[src/rtl/twid_pkg.sv]
package twid_pkg;
  localparam int unsigned BLK_W = 3;  // eight blocks per frame

  function automatic int unsigned idx_width(input int unsigned log8_n);
    return 3 * log8_n;
  endfunction
endpackage

[src/rtl/twid_bitrev.sv]
module twid_bitrev #(
  parameter int unsigned W = 3
) (
  input  logic [W-1:0] in_i,
  output logic [W-1:0] out_o
);
  for (genvar i = 0; i < W; i++) begin : g_rev
    assign out_o[i] = in_i[W-1-i];
  end
endmodule

[src/rtl/twid_pos_ctr.sv]
module twid_pos_ctr
  import twid_pkg::*;
#(
  parameter int unsigned N4_W = 3
) (
  input  logic             clk_i,
  input  logic             rst_ni,
  input  logic             adv_i,
  input  logic             restart_i,
  output logic [N4_W-1:0]  n4_o,
  output logic [BLK_W-1:0] blk_o,
  output logic             wrap_o
);
  logic [N4_W-1:0]  n4_q;
  logic [BLK_W-1:0] blk_q;

  // position of the sample being accepted now
  always_comb begin
    n4_o   = restart_i ? '0 : n4_q;
    blk_o  = restart_i ? '0 : blk_q;
    wrap_o = (n4_o == {N4_W{1'b1}});
  end

  always_ff @(posedge clk_i or negedge rst_ni) begin
    if (!rst_ni) begin
      n4_q  <= '0;
      blk_q <= '0;
    end else if (adv_i) begin
      n4_q <= n4_o + 1'b1;
      if (wrap_o) blk_q <= blk_o + 1'b1;
      else        blk_q <= blk_o;
    end
  end
endmodule

[src/rtl/twid_phase_acc.sv]
module twid_phase_acc
  import twid_pkg::*;
#(
  parameter int unsigned IDX_W = 6
) (
  input  logic             clk_i,
  input  logic             rst_ni,
  input  logic             adv_i,
  input  logic             restart_i,
  input  logic             wrap_i,
  input  logic [BLK_W-1:0] step_i,
  output logic [IDX_W-1:0] acc_o
);
  logic [IDX_W-1:0] acc_q;
  logic [IDX_W-1:0] acc_nxt;

  always_comb begin
    acc_o = restart_i ? '0 : acc_q;
    // n4*q built by repeated addition; truncation is the mod N
    if (wrap_i) acc_nxt = '0;
    else        acc_nxt = acc_o + {{(IDX_W-BLK_W){1'b0}}, step_i};
  end

  always_ff @(posedge clk_i or negedge rst_ni) begin
    if (!rst_ni)    acc_q <= '0;
    else if (adv_i) acc_q <= acc_nxt;
  end
endmodule

[src/rtl/twid_phase_gen.sv]
module twid_phase_gen
  import twid_pkg::*;
#(
  parameter int unsigned LOG8_N = 2,
  localparam int unsigned IDX_W = idx_width(LOG8_N),
  localparam int unsigned N4_W  = IDX_W - BLK_W
) (
  input  logic             clk_i,
  input  logic             rst_ni,
  input  logic             valid_i,
  input  logic             start_i,
  output logic [IDX_W-1:0] phase_o,
  output logic             valid_o
);
  logic             adv;
  logic             restart;
  logic [N4_W-1:0]  n4_cur;
  logic [BLK_W-1:0] blk_cur;
  logic [BLK_W-1:0] q_cur;
  logic             wrap;
  logic [IDX_W-1:0] acc_cur;

  assign adv     = valid_i;
  assign restart = valid_i & start_i;

  twid_pos_ctr #(.N4_W(N4_W)) u_pos (
    .clk_i     (clk_i),
    .rst_ni    (rst_ni),
    .adv_i     (adv),
    .restart_i (restart),
    .n4_o      (n4_cur),
    .blk_o     (blk_cur),
    .wrap_o    (wrap)
  );

  twid_bitrev #(.W(BLK_W)) u_rev (
    .in_i  (blk_cur),
    .out_o (q_cur)
  );

  twid_phase_acc #(.IDX_W(IDX_W)) u_acc (
    .clk_i     (clk_i),
    .rst_ni    (rst_ni),
    .adv_i     (adv),
    .restart_i (restart),
    .wrap_i    (wrap),
    .step_i    (q_cur),
    .acc_o     (acc_cur)
  );

  always_ff @(posedge clk_i or negedge rst_ni) begin
    if (!rst_ni) begin
      phase_o <= '0;
      valid_o <= 1'b0;
    end else begin
      valid_o <= valid_i;
      if (valid_i) phase_o <= acc_cur;
    end
  end
endmodule

[config.mk]
export PLATFORM = sky130hd
export DESIGN_NAME = twid_phase_gen
export DESIGN_NICKNAME = d
export VERILOG_FILES = /design/src/rtl/twid_pkg.sv /design/src/rtl/twid_bitrev.sv /design/src/rtl/twid_pos_ctr.sv /design/src/rtl/twid_phase_acc.sv /design/src/rtl/twid_phase_gen.sv
export SDC_FILE = /design/constraint.sdc
export NUM_CORES = 1
export LEC_CHECK = 0
export ABC_AREA = 1
export CAP_MARGIN = 20
export CORE_UTILIZATION = 35
export CTS_CLUSTER_SIZE = 30
export DETAILED_ROUTE_END_ITERATION = 12
export SLEW_MARGIN = 20
export SYNTH_ARGS = -nofsm -noshare
export SYNTH_HDL_FRONTEND = slang
export SYNTH_SLANG_ARGS = --single-unit
export TNS_END_PERCENT = 1
[constraint.sdc]
create_clock -name clk_i -period 2.8 [get_ports clk_i]
set_input_delay 0.28 -clock clk_i [delete_from_list [all_inputs] [get_ports clk_i]]
set_output_delay 0.28 -clock clk_i [all_outputs]
set_load 0.005 [all_outputs]
# Word level (Yosys, flattened, before mapping)
# Cells that the tools add are included.
[op_classes] bitwise=1 n_eq_ne=1 mux=5 n_addsub=3
[op_table] cell="$mux 6" count=2
[op_table] cell="$mux 3" count=3
[op_table] cell="$add 3x1->3 const B" count=2
[op_table] cell="$add 6x3->6" count=1
[op_table] cell="$eq 3x3->1 const B" count=1
[op_table] cell="$and 1x1->1" count=1
[totals] output_inout_bits=7 inputBits=4 elab_cells=15 regBits=19

# Logic depth before layout (Yosys ltp)
# Gate-level depths: netlist of run 1.
[logic_depth] depth_word=4 depth_mapped=13 depth_no_buf=13

# Modules after synthesis
# From an unflattened synthesis of run 1, not the netlist that was laid out.
[unflattened] hier_cells=134 hier_area_um2=1073.5
[by_module_without_submodules] mod="twid_phase_acc" n_inst=1 area_per_inst_um2=399.1 seq_area_each_um2=150.1 cells_per_inst=53
[by_module_without_submodules] mod="twid_pos_ctr" n_inst=1 area_per_inst_um2=392.9 seq_area_each_um2=150.1 cells_per_inst=49
[by_module_without_submodules] mod="twid_phase_gen" n_inst=1 area_per_inst_um2=259.0 seq_area_each_um2=175.2 cells_per_inst=29
[by_module_without_submodules] mod="twid_bitrev" n_inst=1 area_per_inst_um2=22.5 seq_area_each_um2=0.0 cells_per_inst=3

# Worst setup path before layout of run 1
# No wires, ideal clock.
[synth_path] kind="input -> register" start="input port start_i" end="register u_acc.acc_q[2]" t_arrival_ps=1400 path_stages=8 n_path_buf=0 setup_time_ps=82 required_time_ps=2718 setup_slack_ps=1317 path_cell_list="nand2_2 inv_1 nor2_1 ha_1 ha_1 nor2_1 nand2_1 o22ai_1"
[synth_via] elab_chain_len=4 elab_cells_between_ends=7 classes_between="add/sub (1); eq/ne (1); mux (4); bitwise (1)"
[synth_lines] element="start, declared" line_no="twid_phase_gen.sv:11" text="input logic start_i,"
[synth_lines] element="$and 1x1->1 *" line_no="twid_phase_gen.sv:24" text="assign restart = valid_i & start_i;"
[synth_lines] element="$mux 6 (tied with other cells)" line_no="twid_phase_acc.sv:18" text="acc_o = restart_i ? '0 : acc_q;"
[synth_lines] element="$add 6x3->6 or $eq 3x3->1 (tied branches)" line_no="twid_phase_acc.sv:21, twid_pos_ctr.sv:21"
[synth_lines] element="$mux 6 *" line_no="twid_phase_acc.sv:20" text="if (wrap_i) acc_nxt = '0;"
[synth_lines] element="end signal, assigned" line_no="twid_phase_acc.sv:26" text="else if (adv_i) acc_q <= acc_nxt;"
[synth_lines] element="end, declared" line_no="twid_phase_acc.sv:14" text="logic [IDX_W-1:0] acc_q;"
# Mark *: on every way between the ends. The rest lies on a longest branch, timed or not.
# A chain may end at the register's enable or synchronous reset.

# Final worst setup path of run 1
[layout_path] start="input port valid_i" end="register u_acc.acc_q[3]"
[layout_via] elab_chain_len=4 elab_cells_between_ends=7 classes_between="add/sub (1); eq/ne (1); mux (4); bitwise (1)"
[layout_lines] element="start, declared" line_no="twid_phase_gen.sv:10" text="input logic valid_i,"
[layout_lines] element="$and 1x1->1" line_no="twid_phase_gen.sv:24"
[layout_lines] element="$mux 6 (tied with other cells)" line_no="twid_phase_acc.sv:18"
[layout_lines] element="$add 6x3->6 or $eq 3x3->1 (tied branches)" line_no="twid_phase_acc.sv:21, twid_pos_ctr.sv:21"
[layout_lines] element="$mux 6" line_no="twid_phase_acc.sv:20"
# Several ways; a longest one is shown, not always the timed one.

==> flow_summary.ini, run 1 <==
[clock_network]
cts_tree = done
cts_resized = 0
post-cts-setup-buffer-count = 0
cts_htree_levels = 1
clockRootBuffer = clkbuf_4
clk_pin_slew_ps = 100
cts_made_buffers = 3
cts_sinks = 19
cts_max_path_buffers = 2
clk_latency_ps = 300
hold_buffers = 0

[worst_setup_path]
crit_required_ps = 3030
cp_max_fo = 9
reg2reg_to = u_acc.acc_q[3]
endpoint = u_acc.acc_q[3]
cp-end-kind = flip-flop
worst-setup-path-type = in -> reg
r2r_start = u_pos.n4_q[0]
critical_path.startpoint = valid_i
worstRegToRegCells = 7
crit_slowest_cell = clkdlybuf4s50_1
start_kind = input port
path_cells = clkdlybuf4s50_1 > nand2_2 > inv_1 > nor2_1 > ha_1 > ha_1 > nor2_1 > nand3_1 > o21ai_1
arrival_ps = 2200
critPathMaxStageDelay_ps = 490
rrSetupSlack_ps = 1220

[layout]
areaGrowthSynthToFinish_pct = 17.1
layout-drive-gt1-share_pct = 6.06
nFillCells = 272
multi_input_area_sq_um = 402
diodes = 0
seq_area_sq_um = 475
fin_util_pct = 44.4
layout_commonest_cell = nand2_1
design_area_sq_um = 1120
layout_common_cells = 39 x nand2_1, 19 x inv_1, 19 x dfrtp_1, 10 x clkdlybuf4s50_1
finalNetCount = 142

[hold_path]
hp-class = in -> async

[global_route]
grt_pass1_wl_mm = 3.12
grt_pass1_vias = 752
track_usage_pct = 15.0
grt_overflow = 0
grt_max_degree = 20
antenna_found_initial = 0

[placed_design]
port_buffers = 10
place_area_sq_um = 1090
hpwl_mm = 1.30
place.gp.congestion = 0.824

[timing]
post-route-min-period_ps = 1970
hold_violations = 0
clock_skew_ps = 0.760
setup_viol = 0
slew_violations = 0
grt_setup_unrepaired = false
fin_setup_tns_ps = 0
fin_crit_sh_pct = 70.4
max_freq_ghz = 0.507
worst_pin_slew_ps = 843
slew_headroom_pct = 43.6

[routing]
vias_per_cell = 4.72
wire_per_inst_um = 10.8
drt_iter0_drc = 4
antenna_left = 0
vias = 764
first_pass_iters = 4
drt_wl_total_mm = 1.74
route.detailed.drc = 0

[yosys]
synthMuxAreaShare_pct = 0
syn-num-nets = 128
synthSimpleGateAreaFrac_pct = 26.8
ys_warn_count = 0
synth_xor_area_share_pct = 1.83
synth-seq-cells = 19
synth_compound_area_share_pct = 6.81
postSynthCellCount = 119
synth.distinct_cells = 16
synth_top_family_by_area = simple AND/OR/NAND/NOR gates
syn_area_per_cell_sq_um = 8.03
synth_area_sq_um = 956
synth_fa_ha_area_share_pct = 6.54
yosysSeqAreaShare_pct = 49.7

[floorplan]
die_h_um = 54.3
fp.dieW_um = 54.3
coreArea_sq_um = 2520
rows = 18
die_area_sq_um = 2940
io_pins = 11
start_util_pct = 37.9

[power_and_ir_drop]
p_leak_nw = 0.617
cellPowerDensity_nw_per_um2 = 496
totalPowerFinal_mw = 0.556
ir_drop_uv = 255

[status]
outcome = finished clean

[run]
maxCapViolations = 0
## metrics by stage
step | setup WS, ps | hold slack [ps] | cells
after floorplan | 1320 | -15.6 | 119
after global placement | 633 | 465 | 158
after detailed placement | 522 | 465 | 158
after CTS | 843 | 487 | 162
after global routing | 685 | 516 | 162
final | 829 | 455 | 162
## how the worst min path moves through the flow
stage | startpoint | endpoint | slack [ps] | cells past startpoint
floorplan | rst_ni | phase_o[0] | -20 | 0
global route | phase_o[2] | phase_o[2] | 520 | 2
global placement | phase_o[3] | phase_o[3] | 460 | 2
detailed placement | phase_o[0] | phase_o[0] | 460 | 2
finish | rst_ni | u_acc.acc_q[3] | 460 | 1
CTS | rst_ni | u_acc.acc_q[3] | 490 | 1
## flip-flops by register name, summed over array words and instances (netlist names)
register / cells
phase_o: 6
u_acc.acc_q: 6
u_pos.blk_q: 3
u_pos.n4_q: 3
valid_o: 1
## worst max-delay path: cells and delay by family
kind | cells | cell delay [ps]
and+or+nand+nor | 4 | 710
adders and majority gates | 2 | 440
buffers and inverters | 2 | 670
AOI/OAI and AO/OA | 1 | 100
## report_power, final
part,switching (mW),total [mW],internal (mW)
clock,0.0827,0.138,0.0556
combinational,0.0620,0.107,0.0451
sequential,0.00935,0.310,0.301
## synthesized netlist by cell type, drive strengths merged
cell type   n  area share [%]
nand2      41              17
dfrtp      19              50
inv        19             7.5
o21ai      10             5.2
nor2        9             3.5
nand3       7             4.7
ha          5             6.5
clkbuf      2            0.79
nand4       2             1.3
xnor2       2             1.8
a22o        1            0.92
and2        1            0.65
o22ai       1            0.65
## cell type report
cell class	instances	share of cell area [%]
tap	30	3.35
multi-input combinational	79	35.9
timing repair buffer	11	9.61
sequential	19	42.5
clock buffer	4	2.35
inverter	19	6.37
## kinds of logic (layout without fill, tap and decap cells)
group,count (synthesis),after routing
compound gates,12,12
fa+ha+maj,5,5
flops,19,19
simple gates,60,60
buf+inv,21,34
xor+xnor,2,2
## layer usage
layer	vias up	wire, um	global-route usage (%)
met2	12	810	24.0
met3	4	51	3.61
li1	397	-	-
met4	0	30	8.97
met5	-	0	0
met1	351	852	18.2
Note: power is estimated with default switching activity, not from simulation.
==> run 2: changes to the inputs <==
clock period = 2 ns   (was 2.8 ns; I/O delays follow)
==> flow_summary.ini, run 2 (synthesis results as in run 1) <==
[status]
outcome = finished clean

[clock_network]
cts_max_path_buffers = 2
cts_made_buffers = 3
hold_buffers = 0
clk_latency_ps = 290
cts_sinks = 19
clockRootBuffer = clkbuf_4
clk_pin_slew_ps = 100
cts_tree = done
post-cts-setup-buffer-count = 0
cts_htree_levels = 1
cts_resized = 0

[routing]
vias_per_cell = 4.78
wire_per_inst_um = 10.4
top_layer = met4
drt_iter0_drc = 13
antenna_left = 0
route.detailed.drc = 0
drt_wl_total_mm = 1.74
wl_met3_um = 66
first_pass_iters = 4
met2_length_um = 818
vias = 803
wirelength_met1_um = 843

[layout]
finalNetCount = 148
areaGrowthSynthToFinish_pct = 21.9
layout_common_cells = 39 x nand2_1, 19 x inv_1, 19 x dfrtp_1, 10 x clkdlybuf4s50_1
nFillCells = 261
layout_commonest_cell = nand2_1
seq_area_sq_um = 475
layout-drive-gt1-share_pct = 10.1
diodes = 0
reg_top3 = phase_o: 6 flops, u_acc.acc_q: 6 flops
multi_input_area_sq_um = 402

[worst_setup_path]
r2r_start = u_pos.blk_q[1]
critPathMaxStageDelay_ps = 490
worst-setup-path-type = in -> reg
crit_slowest_cell = clkdlybuf4s50_1
crit_required_ps = 2190
cp_max_fo = 8
critical_path.startpoint = valid_i
start_kind = input port
arrival_ps = 1870
crit_top_cell = nand2_1
cp-end-kind = flip-flop
path_cells = clkdlybuf4s50_1 > nand2_2 > buf_4 > nand2_1 > inv_1 > ha_1 > nand2_1 > inv_1 > nand3_2 > nand2_2 > nand2_1 > nand3_1 > o21ai_1

[timing]
hold_violations = 0
fin_crit_sh_pct = 84.0
grt_setup_unrepaired = false
worst_pin_slew_ps = 246
slew_violations = 0
fin_setup_tns_ps = 0
setup_viol = 0
post-route-min-period_ps = 1680
clock_skew_ps = 2.43
max_freq_ghz = 0.595
slew_headroom_pct = 83.6

[power_and_ir_drop]
cellPowerDensity_nw_per_um2 = 674
ir_drop_uv = 428
p_leak_nw = 0.646
totalPowerFinal_mw = 0.785

[placed_design]
port_buffers = 10
place.gp.congestion = 0.737
hpwl_mm = 1.29

[floorplan]
coreArea_sq_um = 2520
rows = 18
die_area_sq_um = 2940
die_h_um = 54.3
fp.dieW_um = 54.3
io_pins = 11
start_util_pct = 37.9

[global_route]
grt_max_degree = 20
track_usage_pct = 15.5
grt_overflow = 0
grt_pass1_vias = 783
grt_pass1_wl_mm = 3.21
antenna_found_initial = 0

[hold_path]
hp-class = in -> async

[run]
maxCapViolations = 0
[run 2: path summary, 6_finish.rpt]
check,cells past startpoint,slack [ps],to
min,2,220,phase_o[1]
min reg2reg,2,490,u_acc.acc_q[5]
max reg2reg,12,470,u_acc.acc_q[4]
max,13,320,u_acc.acc_q[3]
max in group asynchronous,2,1580,u_pos.blk_q[2]
min in group clk_i,2,490,u_acc.acc_q[5]
[run 2: layer usage]
metal	GRT usage, %	vias to the layer above
li1	-	411
met1	18.2	376
met2	26.6	14
met3	5.83	2
met4	3.85	0
met5	0	-
[run 2: worst max-delay path, delay by kind of cell]
kind	cells	cell delay, ps
AND/OR/NAND/NOR	7	500
adder cells (fa/ha/maj)	1	330
AO/OA/AOI/OAI	1	70
buffers and inverters	4	770
[run 2: stage by stage]
stage	area [sq um]	hold WS, ps	cells	util (%)	worst slack, ps
CTS	1160	221	168	46.2	314
finish	1160	221	168	46.2	319
detailed placement	1140	465	164	45.1	-12.8
floorplan	956	-95.6	119	-	597
global placement	1140	465	164	45.1	11.5
global route	1160	246	168	46.2	129
[run 2: final cells by class]
type / count / area share (%)
Sequential cell: 19 / 40.8
Multi-Input combinational cell: 79 / 34.5
Timing Repair Buffer: 17 / 13.1
Inverter: 19 / 6.12
Tap cell: 30 / 3.22
Clock buffer: 4 / 2.26
[run 2: where the power goes]
group          internal [mW]  switching [mW]
Clock                 0.0776           0.115
Combinational         0.0719          0.0847
Sequential             0.421          0.0141
Total                  0.571           0.214
==> run 3: changes to the inputs <==
clock period = 1.6 ns   (was 2 ns; I/O delays follow)
==> flow_summary.ini, run 3 (synthesis results as in run 1) <==
[worst_setup_path]
worst-setup-path-type = in -> reg
critPathMaxStageDelay_ps = 470
critical_path.startpoint = start_i
crit_top_cell = nand2_1
cp.depth = 15
path_cells = clkdlybuf4s50_1 > nand2_2 > buf_6 > nand2_2 > nand2_2 > and2_1 > ha_1 > inv_1 > nand2_1 > nand2_1 > nand2_1 > nand2_1 > nand2_1 > nand3_1 > nand2_1
crit_slowest_cell = clkdlybuf4s50_1
crit_required_ps = 1800
cp-end-kind = flip-flop
cp_max_fo = 5
start_kind = input port
crit_family = simple AND/OR/NAND/NOR gates
worstRegToRegCells = 12
r2r_start = u_acc.acc_q[1]
rrSetupSlack_ps = 90
arrival_ps = 1750
path_buf_inv = 3
reg2reg_to = u_acc.acc_q[4]
endpoint = u_acc.acc_q[4]

[routing]
vias_per_cell = 4.57
route.detailed.drc = 0
first_pass_iters = 4
vias = 814
antenna_left = 0
wire_per_inst_um = 10.4
drt_iter0_drc = 8
drt_wl_total_mm = 1.85

[placed_design]
port_buffers = 10
place_area_sq_um = 1210
place.gp.congestion = 0.751
hpwl_mm = 1.31

[layout]
nFillCells = 256
finalNetCount = 158
design_area_sq_um = 1270
layout-drive-gt1-share_pct = 20.9
areaGrowthSynthToFinish_pct = 32.7
seq_area_sq_um = 475
layout_common_cells = 35 x nand2_1, 19 x dfrtp_1, 17 x inv_1, 16 x buf_4
layout_commonest_cell = nand2_1
reg_top3 = phase_o: 6 flops, u_acc.acc_q: 6 flops
multi_input_area_sq_um = 424
diodes = 0

[timing]
slew_violations = 0
setup_viol = 0
fin_crit_sh_pct = 96.9
slew_headroom_pct = 82.3
grt_setup_unrepaired = true
worst_pin_slew_ps = 265
max_freq_ghz = 0.645
clock_skew_ps = 1.39
fin_setup_tns_ps = 0
post-route-min-period_ps = 1550
hold_violations = 0

[clock_network]
cts_made_buffers = 3
cts_sinks = 19
clk_pin_slew_ps = 110
cts_tree = done
cts_max_path_buffers = 2
hold_buffers = 0
cts_htree_levels = 1
clk_latency_ps = 300
clockRootBuffer = clkbuf_4

[power_and_ir_drop]
p_leak_nw = 0.700
totalPowerFinal_mw = 1.02
ir_drop_uv = 466
cellPowerDensity_nw_per_um2 = 804

[hold_path]
hp-class = in -> async

[status]
outcome = finished clean

[floorplan]
rows = 18
fp.dieW_um = 54.3
start_util_pct = 37.9
io_pins = 11
coreArea_sq_um = 2520
die_area_sq_um = 2940
die_h_um = 54.3

[global_route]
antenna_found_initial = 0
grt_pass1_wl_mm = 3.11
grt_pass1_vias = 743
grt_max_degree = 20
track_usage_pct = 15.0
grt_overflow = 0

[run]
maxCapViolations = 0
==> run 3: cell types whose count changed in the layout (fill, tap and decap cells not counted), sizes merged <==
cell	delta
clkdlybuf4s50	-1
dlymetal6s2s	+1
buf	+10
==> run 3: routing by layer <==
metal	track usage (%)	wire length, um
met1	18.1	825
met3	5.83	83
met4	2.56	0
met2	25.6	938
met5	0	0
==> run 3: worst min-delay path by stage <==
stage | from | to | slack [ps]
after floorplan | rst_ni | phase_o[0] | -140
after global placement | phase_o[3] | phase_o[3] | 460
after detailed placement | phase_o[3] | phase_o[3] | 470
after global routing | rst_ni | u_acc.acc_q[1] | 200
final | rst_ni | phase_o[5] | 180
after CTS | rst_ni | u_acc.acc_q[1] | 170
==> run 3: report_power, final <==
part / leakage (nW) / switching, mW / internal, mW
Combinational: 0.429 / 0.117 / 0.112
Clock: 0.0150 / 0.150 / 0.0972
Sequential: 0.256 / 0.0172 / 0.526
==> run 3: worst reg2reg max path: stages, from the launching register on <==
cell and delay (ps):
dfrtp_1 450, nand2_2 110, nand2_2 60, and2_1 130, ha_1 190, inv_1 50
nand2_1 60, nand2_1 90, nand2_1 80, nand2_1 60, nand2_1 50, nand3_1 60
nand2_1 50
==> run 3: area by class of cell <==
cell class	instances	area share [%]
sequential	19	37.5
tap	30	2.96
inverter	19	5.62
timing repair buffer	27	18.4
multi-input combinational	79	33.4
clock buffer	4	2.07
==> run 3: what timing repair did <==
item                                    4_1_cts  5_1_grt
endpoints found under the setup margin        3        9
pin swaps                                     0        3
resized for setup                             3        6
setup buffers                                 0        1
==> run 3: per-stage QoR <==
stage	setup WS [ps]	util (%)	hold WS, ps	cells
2_1_floorplan	227	-	-136	119
3_3_place_gp	-372	47.8	464	173
3_5_place_dp	-400	47.8	472	173
4_1_cts	9.01	49.5	174	177
5_1_grt	-45.9	50.3	202	178
6_report	50.1	50.3	176	178
